[src/rtl/luhn_pkg.sv]
package luhn_pkg;
  // Width of one BCD digit on the input stream.
  localparam int unsigned DIGIT_W = 4;
  // Mode encoding seen at in_mode.
  localparam logic MODE_CHECK = 1'b0;
  localparam logic MODE_GEN   = 1'b1;
endpackage

[src/rtl/luhn_fold.sv]
// Doubles a digit when asked and folds a two-digit product back to one digit.
module luhn_fold #(
  parameter int unsigned DW = luhn_pkg::DIGIT_W
) (
  input  logic          clk,
  input  logic          rst,
  input  logic [DW-1:0] digit,
  input  logic          dbl,
  output logic [DW-1:0] val,
  output logic          bad
);
  localparam logic [DW:0] NINE = (DW+1)'(9);

  logic [DW:0] wide;
  logic [DW:0] twice;

  always_comb begin
    wide  = {1'b0, digit};
    twice = {digit, 1'b0};
    bad   = (wide > NINE);
    if (bad) begin
      val = '0;
    end else if (dbl) begin
      if (twice > NINE) val = DW'(twice - NINE);
      else              val = DW'(twice);
    end else begin
      val = digit;
    end
  end

  // a legal digit, doubled or not, contributes a single decimal digit
  assert_fold_range_R4: assert property (@(posedge clk) disable iff (rst)
    !bad |-> ({1'b0, val} <= NINE));
endmodule

[src/rtl/luhn_acc.sv]
// Running modulo-10 sum, position phase, latched mode and sticky error.
module luhn_acc #(
  parameter int unsigned DW = luhn_pkg::DIGIT_W
) (
  input  logic          clk,
  input  logic          rst,
  input  logic          in_valid,
  input  logic          in_last,
  input  logic          in_mode,
  input  logic [DW-1:0] fold_val,
  input  logic          fold_bad,
  output logic          dbl,
  output logic [DW-1:0] next_sum,
  output logic          run_err,
  output logic          eff_gen
);
  localparam logic [DW:0] TEN = (DW+1)'(10);

  logic [DW-1:0] acc;
  logic          phase;
  logic          gen_q;
  logic          busy;
  logic          err;
  logic [DW:0]   raw;

  always_comb begin
    eff_gen  = busy ? gen_q : in_mode;
    // check: first digit plain; generate: first digit doubled
    dbl      = phase ^ eff_gen;
    raw      = {1'b0, acc} + {1'b0, fold_val};
    next_sum = (raw >= TEN) ? DW'(raw - TEN) : DW'(raw);
    run_err  = err | fold_bad;
  end

  always_ff @(posedge clk) begin
    if (rst) begin
      acc   <= '0;
      phase <= 1'b0;
      gen_q <= luhn_pkg::MODE_CHECK;
      busy  <= 1'b0;
      err   <= 1'b0;
    end else if (in_valid) begin
      if (in_last) begin
        acc   <= '0;
        phase <= 1'b0;
        gen_q <= luhn_pkg::MODE_CHECK;
        busy  <= 1'b0;
        err   <= 1'b0;
      end else begin
        acc   <= next_sum;
        phase <= ~phase;
        gen_q <= eff_gen;
        busy  <= 1'b1;
        err   <= run_err;
      end
    end
  end

  // the running sum never leaves 0..9
  assert_acc_range_R5: assert property (@(posedge clk) disable iff (rst)
    ({1'b0, acc} < TEN));
  // a bad nibble stays remembered until the number ends
  assert_err_sticky_R6: assert property (@(posedge clk) disable iff (rst)
    (err && !(in_valid && in_last)) |=> err);
  // an idle cycle leaves the phase where it was
  assert_idle_phase_R10: assert property (@(posedge clk) disable iff (rst)
    !in_valid |=> $stable(phase));
endmodule

[src/rtl/luhn_result.sv]
// Registers the result and the done pulse.
module luhn_result #(
  parameter int unsigned DW = luhn_pkg::DIGIT_W
) (
  input  logic          clk,
  input  logic          rst,
  input  logic          fire,
  input  logic [DW-1:0] next_sum,
  input  logic          run_err,
  input  logic          eff_gen,
  output logic          done,
  output logic          pass,
  output logic [DW-1:0] digit
);
  localparam logic [DW-1:0] TEN_D  = DW'(10);
  localparam logic [DW-1:0] NINE_D = DW'(9);

  always_ff @(posedge clk) begin
    if (rst) begin
      done  <= 1'b0;
      pass  <= 1'b0;
      digit <= '0;
    end else begin
      done <= fire;
      if (fire) begin
        pass  <= !run_err && (eff_gen || (next_sum == '0));
        digit <= (eff_gen && !run_err && (next_sum != '0)) ? (TEN_D - next_sum) : '0;
      end
    end
  end

  // done only follows the acceptance of a last digit
  assert_done_cause_R7: assert property (@(posedge clk) disable iff (rst)
    done |-> $past(fire));
  // a number with a bad nibble never passes
  assert_err_fails_R6: assert property (@(posedge clk) disable iff (rst)
    (done && $past(run_err)) |-> (!pass && (digit == '0)));
  // the generated digit is decimal
  assert_digit_range_R3: assert property (@(posedge clk) disable iff (rst)
    digit <= NINE_D);
endmodule

[src/rtl/luhn_unit.sv]
module luhn_unit #(
  parameter int unsigned DW = luhn_pkg::DIGIT_W
) (
  input  logic          clk,
  input  logic          rst,
  input  logic          in_valid,
  input  logic [DW-1:0] in_digit,
  input  logic          in_last,
  input  logic          in_mode,
  output logic          out_done,
  output logic          out_pass,
  output logic [DW-1:0] out_digit
);
  logic          dbl;
  logic [DW-1:0] fold_val;
  logic          fold_bad;
  logic [DW-1:0] next_sum;
  logic          run_err;
  logic          eff_gen;
  logic          fire;

  assign fire = in_valid & in_last;

  luhn_fold #(.DW(DW)) u_fold (
    .clk(clk), .rst(rst), .digit(in_digit), .dbl(dbl),
    .val(fold_val), .bad(fold_bad)
  );

  luhn_acc #(.DW(DW)) u_acc (
    .clk(clk), .rst(rst), .in_valid(in_valid), .in_last(in_last),
    .in_mode(in_mode), .fold_val(fold_val), .fold_bad(fold_bad),
    .dbl(dbl), .next_sum(next_sum), .run_err(run_err), .eff_gen(eff_gen)
  );

  luhn_result #(.DW(DW)) u_res (
    .clk(clk), .rst(rst), .fire(fire), .next_sum(next_sum),
    .run_err(run_err), .eff_gen(eff_gen),
    .done(out_done), .pass(out_pass), .digit(out_digit)
  );
endmodule

[config.mk]
export PLATFORM = sky130hd
export DESIGN_NAME = luhn_unit
export DESIGN_NICKNAME = d
export VERILOG_FILES = /design/src/rtl/luhn_pkg.sv /design/src/rtl/luhn_fold.sv /design/src/rtl/luhn_acc.sv /design/src/rtl/luhn_result.sv /design/src/rtl/luhn_unit.sv
export SDC_FILE = /design/constraint.sdc
export NUM_CORES = 1
export LEC_CHECK = 0
export BUFFER_PORTS_ARGS = -buffer_cell sky130_fd_sc_hd__buf_2
export CORE_MARGIN = 4
export CORE_UTILIZATION = 50
export DETAILED_ROUTE_END_ITERATION = 7
export PLACE_DENSITY = 0.83
export SLEW_MARGIN = 20
export SYNTH_ARGS = -nofsm -noshare
export SYNTH_HDL_FRONTEND = slang
export SYNTH_SLANG_ARGS = --single-unit
[constraint.sdc]
create_clock -name clk -period 3.9 [get_ports clk]
set_input_delay 0.195 -clock clk [delete_from_list [all_inputs] [get_ports clk]]
set_output_delay 0.195 -clock clk [all_outputs]
set_load 0.01 [all_outputs]
; After elaboration in Yosys (flattened, before gate mapping)
; Cells that the tools add are included.
; W data, S select, Z words.
[classes]
n_addsub = 4
magnitude_cmp = 3
n_mux = 11
bitwise = 4
reduce_logical = 7
[op_table]
columns = operator, count
row1 = $mux W4, 6
row2 = $sub A4 B4 Y4 const B, 2
row3 = $add A4 B4 Y5, 1
row4 = $ge A5 B4 Y1 const B, 1
row5 = $gt A5 B4 Y1 const B, 1
row6 = $mux W1, 5
row7 = $gt A4 B4 Y1 const B, 1
row8 = $logic_not A4 Y1, 1
row9 = $reduce_bool A4 Y1, 1
row10 = $sub A4 B4 Y4 const A, 1
row11 = $logic_and A1 B1 Y1, 3
row12 = $and A1 B1 Y1, 1
row13 = $logic_not A1 Y1, 1
row14 = $logic_or A1 B1 Y1, 1
row15 = $not A1 Y1, 1
row16 = $or A1 B1 Y1, 1
row17 = $xor A1 B1 Y1, 1
[totals]
reg_bits = 14
in_bits = 9
wordCells = 37

; Logic depth before layout (Yosys ltp)
[depth]
word_depth = 10
depth_mapped = 16
ltp_nobuf = 15

; By module
; A second synthesis with hierarchy kept.
[hier_totals]
cells_unflattened = 109
hier_area_um2 = 991.0
[modules_own_cells]
columns = module, instances, cells_each, area_per_inst_um2, seq_area_each_um2
row1 = luhn_acc, 1, 56, 529.3, 160.2
row2 = luhn_result, 1, 31, 291.5, 120.1
row3 = luhn_fold, 1, 21, 163.9, 0.0
row4 = luhn_unit, 1, 1, 6.3, 0.0

; Least setup slack after synthesis
; Ideal clock, no wire load.
[synth_path]
kind = flip-flop to flip-flop
startpoint = register u_acc.busy
endpoint = register u_res.digit[2]
arrival_time_ns = 3.123
required_ns = 3.804
path_slack_ns = 0.682
stages_incl_launch_ff = 14
path_buffers = 0
period_less_slack_ns = 3.218
path_cell_list = dfxtp_1 -> mux2i_1 -> xnor2_1 -> o22ai_1 -> o21a_1 -> ha_1 -> fa_1 -> a21o_2 -> a21oi_1 -> o21ai_0 -> a21oi_1 -> ha_1 -> nor3_1 -> o41ai_2
[synth_between]
elab_chain_cells = 10
word_cells_on_any_way = 13
classes_between = add/sub (3) / order compare (1) / mux (5) / bitwise (1) / reduce/logical (3)
[synth_lines]
columns = item, line
row1 = from (decl), luhn_acc.sv:22  ; logic busy;
row2 = from (signal assigned), luhn_acc.sv:40  ; busy <= 1'b0;
row3 = from (signal assigned), luhn_acc.sv:47  ; busy <= 1'b0;
row4 = from (signal assigned), luhn_acc.sv:53  ; busy <= 1'b1;
row5 = $mux W1 *, luhn_acc.sv:27  ; eff_gen = busy ? gen_q : in_mode;
row6 = branches (longest 8 deep; another with $add A4 B4 Y5), --
row7 = $mux W4 *, luhn_result.sv:27  ; digit <= (eff_gen && !run_err && (next_sum != '0)) ? (TEN_D - next_sum) : '0;
row8 = to (signal assigned), luhn_result.sv:27
row9 = to (decl), luhn_result.sv:13  ; output logic [DW-1:0] digit
; Mark *: on every way between the ends.
; A chain may end at the register's enable or synchronous reset.

; Worst setup path in the final report
; Ends and elaborated chain as after synthesis.

==> results.tsv <==
stage	metric	value	unit
critical_path	crit-path most repeated cell	ha_1	
sta	Total Neg Setup Slack	0	ns
power	Switching Fraction	0.352	
power	P_leak	0.506	nW
routing	via count	931	
cts	TritonCTS Sinks	14	
critical_path	Worst setup EP type	flop	
placement	gpl congestion	0.824	
power	Comb power frac	0.386	
yosys	YS warnings	0	
layout	most frequent cells in the layout	14 x buf_2, 14 x dfxtp_1, 12 x a21oi_1	
grt	Total GRT Usage	0.187	
sta	final setup fails	0	
routing	Via density	5.86	
critical_path	crit path DAT	3.74	ns
power	sequential share of power	0.371	
critical_path	CP Launch Point	u_acc.busy	
cts	cts hold-fix bufs	0	
grt	largest net degree at the start of global routing	10	
layout	fin nets	152	
sta	minimum clock period	3.58	ns
layout	n_diodes	0	
sta	Slew Limit Fails	0	
cts	# H-tree levels	1	
layout	share of cells above drive strength 1	0.194	
routing	first-pass iteration count of the detailed router	4	
yosys	syn_area_per_cell	8.30	um2
power	Peak VDD IR	0.222	mV
layout	Area Overhead vs Synth	12.8	%
run_status	status	finished clean	
placement	post-DP HPWL	1670	um
routing	DRT iter0 DRCs	20	
hold_path	worst min path class	in2reg	
cts	root buffer cell	clkbuf_4	
flow_run	max-cap violations	0	
critical_path	CP Cell Sequence	mux2i_2 -> xnor2_1 -> o22ai_1 -> o21a_1 -> ha_1 -> fa_1 -> a21o_2 -> a211oi_1 -> o31a_1 -> a21oi_1 -> ha_1 -> nor3_1 -> o41ai_2	
sta	fmax	280	MHz
critical_path	Worst path top cell family by delay	compound AO/OA/AOI/OAI gates	
sta	RSZ-0062 raised after global routing	false	
cts	CTS tree	built	
critical_path	critical path's slowest cell	fa_1	
yosys	Mapped Nets	136	
power	P_int	273	uW
power	Pwr Total	420	uW
cts	Reg clk slew, reported paths	0.08	ns
yosys	register area share after synthesis	0.284	
critical_path	CP max stage delay	0.43	ns
critical_path	CP startpoint kind	flop	
yosys	Mapped Area	987	um2
floorplanning	I/O pin total	15	
grt	first-pass GRT wire length	3900	um
hold_path	HP Start	rst	
grt	total gr overflow	0	
routing	routed wire length	2220	um
cts	# Post-CTS Setup Buffers	0	
floorplanning	DIE HEIGHT	52.4	um
power	Psw	148	uW
critical_path	critical path type	reg2reg	
floorplanning	FP Rows	15	
critical_path	Reg-to-Reg Start	u_acc.busy	
sta	relative slew slack	0.593	
yosys	post-synthesis cell type count	39	
sta	Final period util	0.917	
floorplanning	Core ar.	1800	um2
placement	IO Port Bufs	14	
sta	Final Hold Vio Count	0	
sta	worst-margin pin slew	0.610	ns
sta	Final Skew	0.00338	ns
cts	Skew-Pair Late Insertion Delay	0.27	ns
floorplanning	die area	2750	um2
floorplanning	Horiz. Die Dim	52.4	um
critical_path	crit-path max FO	7	
routing	Final ANT Viol Nets	0	
grt	vias in the first global route	912	
yosys	Mapped Cells	119	
routing	# DRC	0	
yosys	Synth Register Bits	14	
floorplanning	Initial Util	0.548	
critical_path	CP required	4.06	ns
power	power per cell area	378	nW/um2
grt	initial antenna violation count	0	
cts	Num CTS Buffers	3	
critical_path	crit path buf inv count	0	
cts	Longest Clk Path Bufs	2	
power	clock share of power	0.243	
routing	routed len/inst	14.0	um
-- flip-flops by register name (all words and copies together) (netlist names) --
| register | flops |
|---|---|
| u_res.digit | 4 |
| u_acc.err | 1 |
| u_res.pass | 1 |
| u_acc.phase | 1 |
| u_acc.busy | 1 |
| u_acc.acc | 4 |
| u_res.done | 1 |
| u_acc.gen_q | 1 |
-- final timing paths --
path	depth (start not counted)	to	slack (ns)
max reg2reg	13	u_res.digit[2]	0.32
min	2	u_res.done	0.19
min reg2reg	2	u_res.digit[2]	0.47
max	13	u_res.digit[2]	0.32
-- cells in the mapped netlist (all sizes together) --
master | n | area (um2)
o22ai | 1 | 6.26
or3 | 1 | 6.26
and3 | 1 | 11.3
nor4 | 1 | 6.26
a32o | 1 | 10.0
nor2 | 10 | 40.0
a211oi | 1 | 7.51
mux2i | 4 | 40.0
nor2b | 3 | 18.8
o31ai | 1 | 7.51
inv | 7 | 26.3
fa | 1 | 20.0
nand3 | 4 | 20.0
o31a | 1 | 8.76
a22o | 1 | 8.76
nor3 | 3 | 15.0
ha | 7 | 87.6
dfxtp | 14 | 280
a21oi | 14 | 73.8
buf | 1 | 11.3
nand2b | 2 | 12.5
xnor2 | 3 | 26.3
o21a | 5 | 37.5
a2bb2oi | 1 | 8.76
clkbuf | 2 | 7.51
o41ai | 1 | 16.3
xor2 | 2 | 17.5
o21ai | 7 | 35.0
a211o | 2 | 17.5
and2 | 1 | 6.26
a21o | 2 | 16.3
nand2 | 10 | 37.5
o211ai | 1 | 7.51
o211a | 2 | 20.0
a221oi | 1 | 15.0
-- cell families (layout without fill, tap and decap cells) --
logic type / count (synthesis) / count (layout) / share of synthesized area
compound gates: 42 / 42 / 0.300
mux: 4 / 4 / 0.0406
fa+ha+maj: 8 / 8 / 0.109
flops: 14 / 14 / 0.284
simple gates: 36 / 36 / 0.176
xor+xnor: 5 / 5 / 0.0444
buf+inv: 10 / 25 / 0.0456
-- routing by layer --
layer	global-route usage	vias up	part of all wire
met5	0	-	0
met4	0.0723	0	0.0099
met3	0.0342	4	0.062
met2	0.312	29	0.48
met1	0.235	439	0.45
li1	-	459	-
-- per-stage QoR --
stage	instance area, um2	setup WS (ns)	instances	util	hold WS [ns]
floorplan	987	0.682	119	-	0.319
global placement	1070	0.504	155	0.594	0.433
detailed placement	1070	0.270	155	0.594	0.449
CTS	1110	0.219	159	0.614	0.182
global route	1110	0.120	159	0.618	0.192
finish	1110	0.324	159	0.618	0.191
-- repair_timing --
| action | CTS | global route |
|---|---|---|
| gates resized for setup | 0 | 2 |
| endpoints found under the hold margin | 0 | 0 |
| endpoints found under the setup margin | 0 | 1 |
-- layout make-up --
type                            instances  area [um2]
Sequential cell                        14         280
Tap cell                               25        31.3
Clock buffer                            4        36.3
Fill cell                             174         688
Timing Repair Buffer                   14        70.1
Inverter                                7        26.3
Multi-Input combinational cell         95         669
-- power groups by stage --
stage	registers, mW	logic (mW)	clock network, mW
after floorplan	0.159	0.126	0
after global placement	0.158	0.154	0
after detailed placement	0.159	0.157	0
after CTS	0.156	0.160	0.102
after global routing	0.157	0.181	0.113
final	0.156	0.162	0.102
Power figures use the tool's default switching activity.
